$ cat src/rtl/bb_pkg.sv
// Shared types for the ball-beam stepper.
// Assumes every physical quantity fits a signed 32-bit integer scaled by 10000.
package bb_pkg;
    typedef logic signed [31:0] fx_t;

    typedef enum logic [1:0] {
        SPD_LEFT  = 2'd0,
        SPD_STILL = 2'd1,
        SPD_RIGHT = 2'd2
    } speed_e;
endpackage

$ cat src/rtl/bb_beam_axis.sv
// Beam tilt in motor pulses: one pulse per active tick toward motor_dir,
// saturating at +/-BEAM_MAX. Assumes BEAM_INIT lies inside the range.
module bb_beam_axis
    import bb_pkg::*;
#(
    parameter int BEAM_MAX  = 135,
    parameter int BEAM_INIT = 90
) (
    input  logic clk,
    input  logic rst_n,
    input  logic run,
    input  logic motor_dir,
    output fx_t  beam_q,
    output fx_t  beam_next
);
    localparam fx_t HI = fx_t'(BEAM_MAX);
    localparam fx_t LO = -fx_t'(BEAM_MAX);

    // Next pulse count with saturation at both limits.
    always_comb begin
        if (motor_dir)
            beam_next = (beam_q >= HI) ? HI : beam_q + 32'sd1;
        else
            beam_next = (beam_q <= LO) ? LO : beam_q - 32'sd1;
    end

    // Beam register, loaded only on active ticks.
    always_ff @(posedge clk) begin
        if (!rst_n)
            beam_q <= fx_t'(BEAM_INIT);
        else if (run)
            beam_q <= beam_next;
    end

    // the beam never leaves its travel range.
    p_beam_range_r2: assert property (@(posedge clk) disable iff (!rst_n)
        (beam_q <= HI) && (beam_q >= LO));

    // an active tick moves the beam by at most one pulse, toward the request.
    p_beam_step_r2: assert property (@(posedge clk) disable iff (!rst_n)
        run |=> ($past(motor_dir) ? (beam_q - $past(beam_q)) inside {32'sd0, 32'sd1}
                                  : ($past(beam_q) - beam_q) inside {32'sd0, 32'sd1}));
endmodule

$ cat src/rtl/bb_ball_dynamics.sv
// Ball velocity and position update with shift-only scaling and end-stop
// clamping. Assumes the beam value given is the one already stepped this tick.
module bb_ball_dynamics
    import bb_pkg::*;
#(
    parameter int X_END   = 190000,
    parameter int X_START = 180000,
    parameter int K_BEAM  = 200,
    parameter int SH_POS  = 4,
    parameter int SH_VEL  = 4,
    parameter int SH_X    = 6
) (
    input  logic clk,
    input  logic rst_n,
    input  logic run,
    input  fx_t  beam_next,
    output fx_t  x_q,
    output fx_t  v_q,
    output logic hit
);
    localparam fx_t XE = fx_t'(X_END);
    localparam fx_t LIM_V = fx_t'(32'sh4000_0000);

    fx_t accel, v_next, x_raw, x_next;

    // One Euler step: acceleration, then velocity, then position with clamp.
    always_comb begin
        accel  = (x_q >>> SH_POS) + beam_next * fx_t'(K_BEAM);
        v_next = v_q + (accel >>> SH_VEL);
        x_raw  = x_q + (v_next >>> SH_X);
        hit    = 1'b0;
        x_next = x_raw;
        if (x_raw >= XE) begin
            x_next = XE;
            hit    = 1'b1;
        end else if (x_raw <= -XE) begin
            x_next = -XE;
            hit    = 1'b1;
        end
    end

    // Ball state registers, starting on the left side at rest.
    always_ff @(posedge clk) begin
        if (!rst_n) begin
            x_q <= -fx_t'(X_START);
            v_q <= '0;
        end else if (run) begin
            x_q <= x_next;
            v_q <= v_next;
        end
    end

    // velocity stays far from the 32-bit limit.
    p_no_overflow_r3: assert property (@(posedge clk) disable iff (!rst_n)
        (v_q < LIM_V) && (v_q > -LIM_V));

    // the ball never sits beyond an end-stop.
    p_x_bound_r8: assert property (@(posedge clk) disable iff (!rst_n)
        (x_q <= XE) && (x_q >= -XE));
endmodule

$ cat src/rtl/bb_state_encoder.sv
// Builds the controller word from the numeric state: ball bins, speed class
// and beam bins, each field one-hot. Assumes the ranges divide evenly.
module bb_state_encoder
    import bb_pkg::*;
#(
    parameter int N_BALL     = 19,
    parameter int N_BEAM     = 10,
    parameter int X_END      = 190000,
    parameter int BEAM_MAX   = 135,
    parameter int V_DEADBAND = 2000,
    localparam int WORD_W    = N_BALL + 3 + N_BEAM
) (
    input  logic              clk,
    input  logic              rst_n,
    input  fx_t               x,
    input  fx_t               v,
    input  fx_t               beam,
    output logic [WORD_W-1:0] word
);
    localparam int BALL_W = (2 * X_END) / N_BALL;
    localparam int BEAM_W = (2 * BEAM_MAX) / N_BEAM;

    logic [N_BALL-1:0] ball_f;
    logic [N_BEAM-1:0] beam_f;
    logic [2:0]        spd_f;
    speed_e            spd;

    // Ball bins: each bit tests its own window; the edge bins are open-ended.
    for (genvar i = 0; i < N_BALL; i++) begin : g_ball
        localparam fx_t LO = fx_t'(-X_END + i * BALL_W);
        localparam fx_t HI = fx_t'(-X_END + (i + 1) * BALL_W);
        assign ball_f[i] = ((i == 0) || (x >= LO)) && ((i == N_BALL - 1) || (x < HI));
    end

    // Beam bins, built the same way over the pulse range.
    for (genvar j = 0; j < N_BEAM; j++) begin : g_beam
        localparam fx_t LO = fx_t'(-BEAM_MAX + j * BEAM_W);
        localparam fx_t HI = fx_t'(-BEAM_MAX + (j + 1) * BEAM_W);
        assign beam_f[j] = ((j == 0) || (beam >= LO)) && ((j == N_BEAM - 1) || (beam < HI));
    end

    // Speed class from the velocity deadband.
    always_comb begin
        if (v < -fx_t'(V_DEADBAND))     spd = SPD_LEFT;
        else if (v > fx_t'(V_DEADBAND)) spd = SPD_RIGHT;
        else                            spd = SPD_STILL;
        spd_f = 3'b001 << spd;
    end

    assign word = {beam_f, spd_f, ball_f};

    // exactly one ball bin is active.
    p_ball_onehot_r4: assert property (@(posedge clk) disable iff (!rst_n)
        $countones(word[N_BALL-1:0]) == 1);
    // exactly one speed class is active.
    p_speed_onehot_r5: assert property (@(posedge clk) disable iff (!rst_n)
        $countones(word[N_BALL+2:N_BALL]) == 1);
    // exactly one beam bin is active.
    p_beam_onehot_r6: assert property (@(posedge clk) disable iff (!rst_n)
        $countones(word[WORD_W-1:N_BALL+3]) == 1);
endmodule

$ cat src/rtl/bb_fitness.sv
// Survival counter and run-finished flag. Counts active ticks and ends the run
// on an end-stop hit or at the time limit. Assumes FIT_LIMIT >= 1.
module bb_fitness #(
    parameter int FIT_LIMIT = 300000
) (
    input  logic        clk,
    input  logic        rst_n,
    input  logic        run,
    input  logic        hit,
    output logic [31:0] count,
    output logic        done
);
    localparam logic [31:0] LIMIT = 32'(FIT_LIMIT);

    // Counter and sticky done flag.
    always_ff @(posedge clk) begin
        if (!rst_n) begin
            count <= '0;
            done  <= 1'b0;
        end else if (run) begin
            count <= count + 32'd1;
            done  <= hit || (count + 32'd1 == LIMIT);
        end
    end

    // every active tick adds exactly one.
    p_count_step_r7: assert property (@(posedge clk) disable iff (!rst_n)
        run |=> count == $past(count) + 32'd1);
    // once finished, the count and the flag stay put.
    p_hold_r10: assert property (@(posedge clk) disable iff (!rst_n)
        done |=> (done && $stable(count)));
    // the counter never passes the limit.
    p_limit_r9: assert property (@(posedge clk) disable iff (!rst_n)
        count <= LIMIT);
endmodule

$ cat src/rtl/ballbeam_sim.sv
// Top of the ball-beam stepper. One active tick = 1 ms: beam step, ball
// update, state encode, fitness count. Assumes motor_dir is stable at the edge.
module ballbeam_sim
    import bb_pkg::*;
#(
    parameter int N_BALL     = 19,
    parameter int N_BEAM     = 10,
    parameter int X_END      = 190000,
    parameter int X_START    = 180000,
    parameter int BEAM_MAX   = 135,
    parameter int BEAM_INIT  = 90,
    parameter int K_BEAM     = 200,
    parameter int SH_POS     = 4,
    parameter int SH_VEL     = 4,
    parameter int SH_X       = 6,
    parameter int V_DEADBAND = 2000,
    parameter int FIT_LIMIT  = 300000,
    localparam int WORD_W    = N_BALL + 3 + N_BEAM
) (
    input  logic              clk,
    input  logic              rst_n,
    input  logic              step_en,
    input  logic              motor_dir,
    output logic [WORD_W-1:0] state_word,
    output logic [31:0]       fitness,
    output logic              done
);
    fx_t  beam_q, beam_next, x_q, v_q;
    logic hit, run;

    // A tick advances the model only while enabled and not finished.
    assign run = step_en && !done;

    bb_beam_axis #(.BEAM_MAX(BEAM_MAX), .BEAM_INIT(BEAM_INIT)) u_beam (
        .clk(clk), .rst_n(rst_n), .run(run), .motor_dir(motor_dir),
        .beam_q(beam_q), .beam_next(beam_next)
    );

    bb_ball_dynamics #(
        .X_END(X_END), .X_START(X_START), .K_BEAM(K_BEAM),
        .SH_POS(SH_POS), .SH_VEL(SH_VEL), .SH_X(SH_X)
    ) u_dyn (
        .clk(clk), .rst_n(rst_n), .run(run), .beam_next(beam_next),
        .x_q(x_q), .v_q(v_q), .hit(hit)
    );

    bb_state_encoder #(
        .N_BALL(N_BALL), .N_BEAM(N_BEAM), .X_END(X_END),
        .BEAM_MAX(BEAM_MAX), .V_DEADBAND(V_DEADBAND)
    ) u_enc (
        .clk(clk), .rst_n(rst_n), .x(x_q), .v(v_q), .beam(beam_q),
        .word(state_word)
    );

    bb_fitness #(.FIT_LIMIT(FIT_LIMIT)) u_fit (
        .clk(clk), .rst_n(rst_n), .run(run), .hit(hit),
        .count(fitness), .done(done)
    );

    // a paused tick leaves the outputs untouched.
    p_pause_hold_r11: assert property (@(posedge clk) disable iff (!rst_n)
        !step_en |=> ($stable(state_word) && $stable(fitness)));
    // a finished run keeps its state word.
    p_done_freeze_r10: assert property (@(posedge clk) disable iff (!rst_n)
        done |=> $stable(state_word));
endmodule

$ cat config.mk
export PLATFORM = sky130hd
export DESIGN_NAME = ballbeam_sim
export DESIGN_NICKNAME = d
export VERILOG_FILES = /design/src/rtl/bb_pkg.sv /design/src/rtl/bb_beam_axis.sv /design/src/rtl/bb_ball_dynamics.sv /design/src/rtl/bb_state_encoder.sv /design/src/rtl/bb_fitness.sv /design/src/rtl/ballbeam_sim.sv
export SDC_FILE = /design/constraint.sdc
export NUM_CORES = 1
export LEC_CHECK = 0
export BUFFER_PORTS_ARGS = -buffer_cell sky130_fd_sc_hd__buf_2
export CAP_MARGIN = 0
export CORE_UTILIZATION = 61
export DETAILED_ROUTE_END_ITERATION = 16
export GPL_TIMING_DRIVEN = 0
export PLACE_DENSITY = 0.83
export SLEW_MARGIN = 25
export SYNTH_ARGS = -nofsm -noshare
export SYNTH_HDL_FRONTEND = slang
export SYNTH_SLANG_ARGS = --single-unit
$ cat constraint.sdc
create_clock -name clk -period 18.48 [get_ports clk]
set_input_delay 3.696 -clock clk [delete_from_list [all_inputs] [get_ports clk]]
set_output_delay 3.696 -clock clk [all_outputs]
set_load 0.005 [all_outputs]
-- After elaboration in Yosys (flattened, before gate mapping)
Index checks and enable logic that the tools add are counted.
- flip-flop bits (word level): 129
- input port bits: 4
- word-level logic and storage cells: 111
- add/sub/neg operators: 6
- multiply operators: 1
- order comparisons: 60
- equal/unequal tests: 1
- shift operators: 1
- muxes and demuxes: 9
- reduce and logical (&&, ||, !) cells: 28
- operators with widths (kind ; number):
    $ge 32x18->1 const B ; 8
    $lt 32x18->1 const B ; 8
    $ge 32x19->1 const B ; 5
    $mux 32 ; 5
    $ge 32x8->1 const B ; 4
    $lt 32x19->1 const B ; 4
    $lt 32x8->1 const B ; 4
    $ge 32x15->1 const B ; 2
    $ge 32x16->1 const B ; 2
    $ge 32x17->1 const B ; 2
    $ge 32x6->1 const B ; 2
    $ge 32x7->1 const B ; 2
    $lt 32x15->1 const B ; 2
    $lt 32x16->1 const B ; 2
    $lt 32x17->1 const B ; 2
    $lt 32x6->1 const B ; 2
    $lt 32x7->1 const B ; 2
    $add 28x32->32 ; 1
    $add 32x1->32 const B ; 1
    $add 32x2->32 const B ; 1
    $add 32x26->32 ; 1
    $add 32x28->32 ; 1
    $eq 32x19->1 const B ; 1
    $ge 32x1->1 const B ; 1
    14 further kinds ; 41

-- Longest topological paths before layout
- depth in word-level cells: 11
- gate-level depth with buffers: 58

-- Cells and area by module
Synthesis repeated with hierarchy kept, for this count alone.
- cells, all modules: 2096
- area, all modules: 16405.7 um2
- by module, submodules not included (module ; times used ; cells each ; area each (um2) ; seq. area each (um2)):
    bb_ball_dynamics ; 1 ; 1130 ; 9306.4 ; 1281.2
    bb_beam_axis ; 1 ; 453 ; 3304.4 ; 640.6
    bb_fitness ; 1 ; 264 ; 2254.7 ; 660.6
    bb_state_encoder ; 1 ; 248 ; 1526.5 ; 0.0
    ballbeam_sim ; 1 ; 1 ; 13.8 ; 0.0

-- Least setup slack after synthesis
No wires, ideal clock.
- path kind: input -> register
- start point: input port motor_dir
- end point: register u_dyn.x_q[6]
- data arrival time: 14.840 ns
- data required time: 18.358 ns
- setup slack: 3.518 ns
- stages on the path: 52
- path buffers: 1
- path through: nor2_1 -> o41a_1 -> nor2_2 -> nand3_1 -> a21oi_1 -> a2111oi_0 -> ha_1 -> ha_1 -> xor2_1 -> ha_1 -> inv_1 -> fa_1 -> nor2b_1 -> o21ai_0 -> a21oi_1 -> o21ai_0 -> a21boi_0 -> o21ai_0 -> [16 not listed] -> a21o_1 -> a21o_1 -> or3b_2 -> mux2i_1 -> a21oi_1 -> xnor2_1 -> ha_1 -> a21oi_1 -> nand2_1 -> or2_2 -> a211oi_1 -> nor2_1 -> o311ai_0 -> nand2_1 -> or4_1 -> clkbuf_1 -> a21o_1 -> a221o_1
- cells in the longest elaborated chain, start to end: 8
- RTL lines (element ; RTL line ; text):
    start: declaration ; ballbeam_sim.sv:23 ; input logic motor_dir,
    $mux 32 (*) ; bb_beam_axis.sv:21 ; if (motor_dir)
    net beam_next[3] ; ballbeam_sim.sv:28 ; fx_t beam_q, beam_next, x_q, v_q;
    $mul 32x6->29 (*) ; bb_ball_dynamics.sv:28 ; accel = (x_q >>> SH_POS) + beam_next * fx_t'(K_BEAM);
    $add 28x32->32 (*) ; bb_ball_dynamics.sv:28 ;
    $add 32x28->32 (*) ; bb_ball_dynamics.sv:29 ; v_next = v_q + (accel >>> SH_VEL);
    net u_dyn.v_next[31] ; bb_ball_dynamics.sv:24 ; fx_t accel, v_next, x_raw, x_next;
    $add 32x26->32 (*) ; bb_ball_dynamics.sv:30 ; x_raw = x_q + (v_next >>> SH_X);
    $le 32x19->1 ; bb_ball_dynamics.sv:36 ; end else if (x_raw <= -XE) begin
    $mux 32 ; bb_ball_dynamics.sv:36 ;
    $mux 32 (*) ; bb_ball_dynamics.sv:33 ; if (x_raw >= XE) begin
    end signal: assignment ; bb_ball_dynamics.sv:45 ; x_q <= -fx_t'(X_START);
    end signal: assignment ; bb_ball_dynamics.sv:48 ; x_q <= x_next;
    end: declaration ; bb_ball_dynamics.sv:17 ; output fx_t x_q,
The timed path passes the listed nets; every way through them passes the cells marked *.
A chain may end at the register's enable or synchronous reset.

-- Worst setup path after layout
- start point: input port motor_dir
- end point: register u_dyn.x_q[1]
Same word-level chain as after synthesis.

==> summary.md <==
| Metric | Value |
|---|---|
| CTS tree | `built` |
| Largest net degree at the start of global routing | `17` |
| Final core occ | `68.1%` |
| Layout Skew | `17.2 ps` |
| Synthesized cell area | `15300 µm²` |
| GPL Wtd Cong | `1.01` |
| Number of enable flip-flop cells after synthesis | `0` |
| First-pass GRT wire length | `82.0 mm` |
| Asr flop ratio synth | `0%` |
| Register area share after synthesis | `16.9%` |
| Count of pins over their slew limit | `0` |
| Total GRT Usage | `40.4%` |
| Cells after synthesis | `2083` |
| First drt pass iteration count | `7` |
| Setup TNS | `0 ps` |
| Num CTS Buffers | `17` |
| Worst r2r dst | `u_dyn.x_q[1]` |
| Final min period | `17660 ps` |
| Synth cell count leaders | `nand2_1, nor2_1, ha_1` |
| Port Buf Inserts | `68` |
| Worst endpoint required time | `18860 ps` |
| Core area | `24500 µm²` |
| Hold depth | `1` |
| Reg2reg start | `u_beam.beam_q[8]` |
| Horiz. Die Dim | `160 µm` |
| Via density | `6.62` |
| Final critical-path share of the clock period | `95.5%` |
| Most common cell in the netlist | `nand2_1` |
| Yosys Warn Count | `0` |
| Worst reg-to-reg setup slack | `2830 ps` |
| WP data arrival | `18030 ps` |
| Critical path origin | `motor_dir` |
| Slew HR | `33.1%` |
| Fmax | `0.0566 GHz` |
| Num Clock Sinks | `129` |
| Vias in the first global route | `15033` |
| Die area | `25700 µm²` |
| Synthesized Nets | `2291` |
| Ratio of cells with drive above 1 in the final layout | `6.96%` |
| Reg2reg path depth | `56` |
| WL/cell | `21.1 µm` |
| DIE HEIGHT | `160 µm` |
| Max stage delay on crit path | `580 ps` |
| IO Pins | `69` |
| Starting Density | `62.6%` |
| Hold/Removal Path Class | `flop to flop` |
| Clock slew at reported path FFs | `70 ps` |
| Final wirelength | `53.0 mm` |
| Crit path max-delay cell type | `clkbuf_1` |
| First DRT Iteration DRCs | `1909` |
| Main synth FF type | `dfxtp_1` |
| Final setup vio count | `0` |
| Worst slew pin tran | `994 ps` |
| CTS H-tree lvls | `4` |
| Netlist cell types | `91` |
| Final ANT Viol Nets | `0` |
| Yosys reg bits | `129` |
| Unrepaired setup endpoints after global routing | `false` |
| Yosys top cell by area | `dfxtp_1` |
| Residual overflow from global routing | `0` |
| Post-CTS Setup Bufs | `0` |
| Largest buffer count on any clock path | `2` |
| Syn Area/Cell | `7.35 µm²` |
| Pre-CTS setup slack | `346 ps` |
| Worst Hold End | `u_dyn.x_q[2]` |
| Clk_lat worst skew | `450 ps` |
| MaxCap Viol Count | `0` |
| Hold wc startpoint | `u_dyn.x_q[2]` |
| Final-stage net count | `2378` |
| Critical path type | `input pin to flop` |
| Synth area leaders | `dfxtp_1, ha_1, a21oi_1` |
| Final hold violations | `0` |
| Status | `finished, final reports clean` |
| Residual DRC | `0` |
| Row cnt | `57` |
| CP Capture Type | `flop` |
| Startpoint types | `input pin` |
| Area growth syn-to-layout | `8.83%` |
| Hold Slack | `485 ps` |
| Final worst slack | `822 ps` |
| Initial antenna violation count | `0` |
| Area fraction of the dominant cell type after synthesis | `16.9%` |
| CP max FO | `10` |
| Dpl hpwl | `41.8 mm` |
| Root buf cell | `clkbuf_16` |
| Via count | `16608` |
-- critical path, delay by kind of cell --
kind            cells  cell delay [ps]
buf+inv             6             1940
simple gates       11             2330
xor+xnor            5             1650
mux                 2              650
fa+ha+maj           8             2620
compound gates     23             5120
-- registers in the layout (all words and copies together) (netlist names) --
register       count
u_fit.count       32
u_beam.beam_q     32
u_dyn.x_q         32
u_fit.done         1
u_dyn.v_q         32
-- what timing repair did --
item	in CTS	in global routing
endpoints found under the setup margin	0	19
hold buffers	0	0
gates resized for setup	0	5
-- cells in the final DEF, fill, tap and decap left out, types with 32 or more instances in the layout --
cell type,instances
clkbuf_1,84
buf_2,74
and3_1,32
nand4_1,38
nand2_1,219
nand3_1,65
dfxtp_1,129
a21oi_1,175
xor2_1,71
nor2_1,198
a31oi_1,32
ha_1,185
nor3_1,68
a21o_1,77
xnor2_1,74
inv_1,102
o21ai_0,119
-- through the flow --
stage	cells	instance area, µm²
after floorplan	2083	15300
after global placement	2475	16000
after detailed placement	2475	16100
after CTS	2507	16600
after global routing	2507	16700
final	2508	16700
-- worst max-delay path by stage --
stage	to	cells after the start
detailed placement	u_dyn.x_q[3]	53
CTS	u_dyn.x_q[3]	53
floorplan	u_dyn.x_q[6]	52
finish	u_dyn.x_q[1]	55
global route	u_dyn.x_q[1]	53
global placement	u_dyn.x_q[2]	53
-- per-layer routing --
metal / part of all wire (%) / up-vias / GRT usage, %
met5: 0 / - / 0.379
met4: 3.3 / 0 / 14.2
met3: 12 / 135 / 9.58
met2: 42 / 872 / 60.6
met1: 42 / 7810 / 56.0
li1: - / 7791 / -
-- cell type report --
type	instances	area, µm²
Multi-Input combinational cell	1754	12000
Fill cell	2207	7810
Sequential cell	129	2580
Clock buffer	17	425
Tap cell	324	405
Buffer	98	383
Inverter	102	383
Timing Repair Buffer	68	340
Clock inverter	15	161
Antenna cell	1	2.50
-- logic make-up after synthesis --
logic type      synth area share, %
simple gates                   24.4
mux                           0.425
xor+xnor                       9.12
buf+inv                        4.99
compound gates                 26.5
flops                          16.9
fa+ha+maj                      17.7
Power is left out: the tool's default activity adds up to more than one toggle a clock period on the data nets, which glitch-free logic cannot reach.
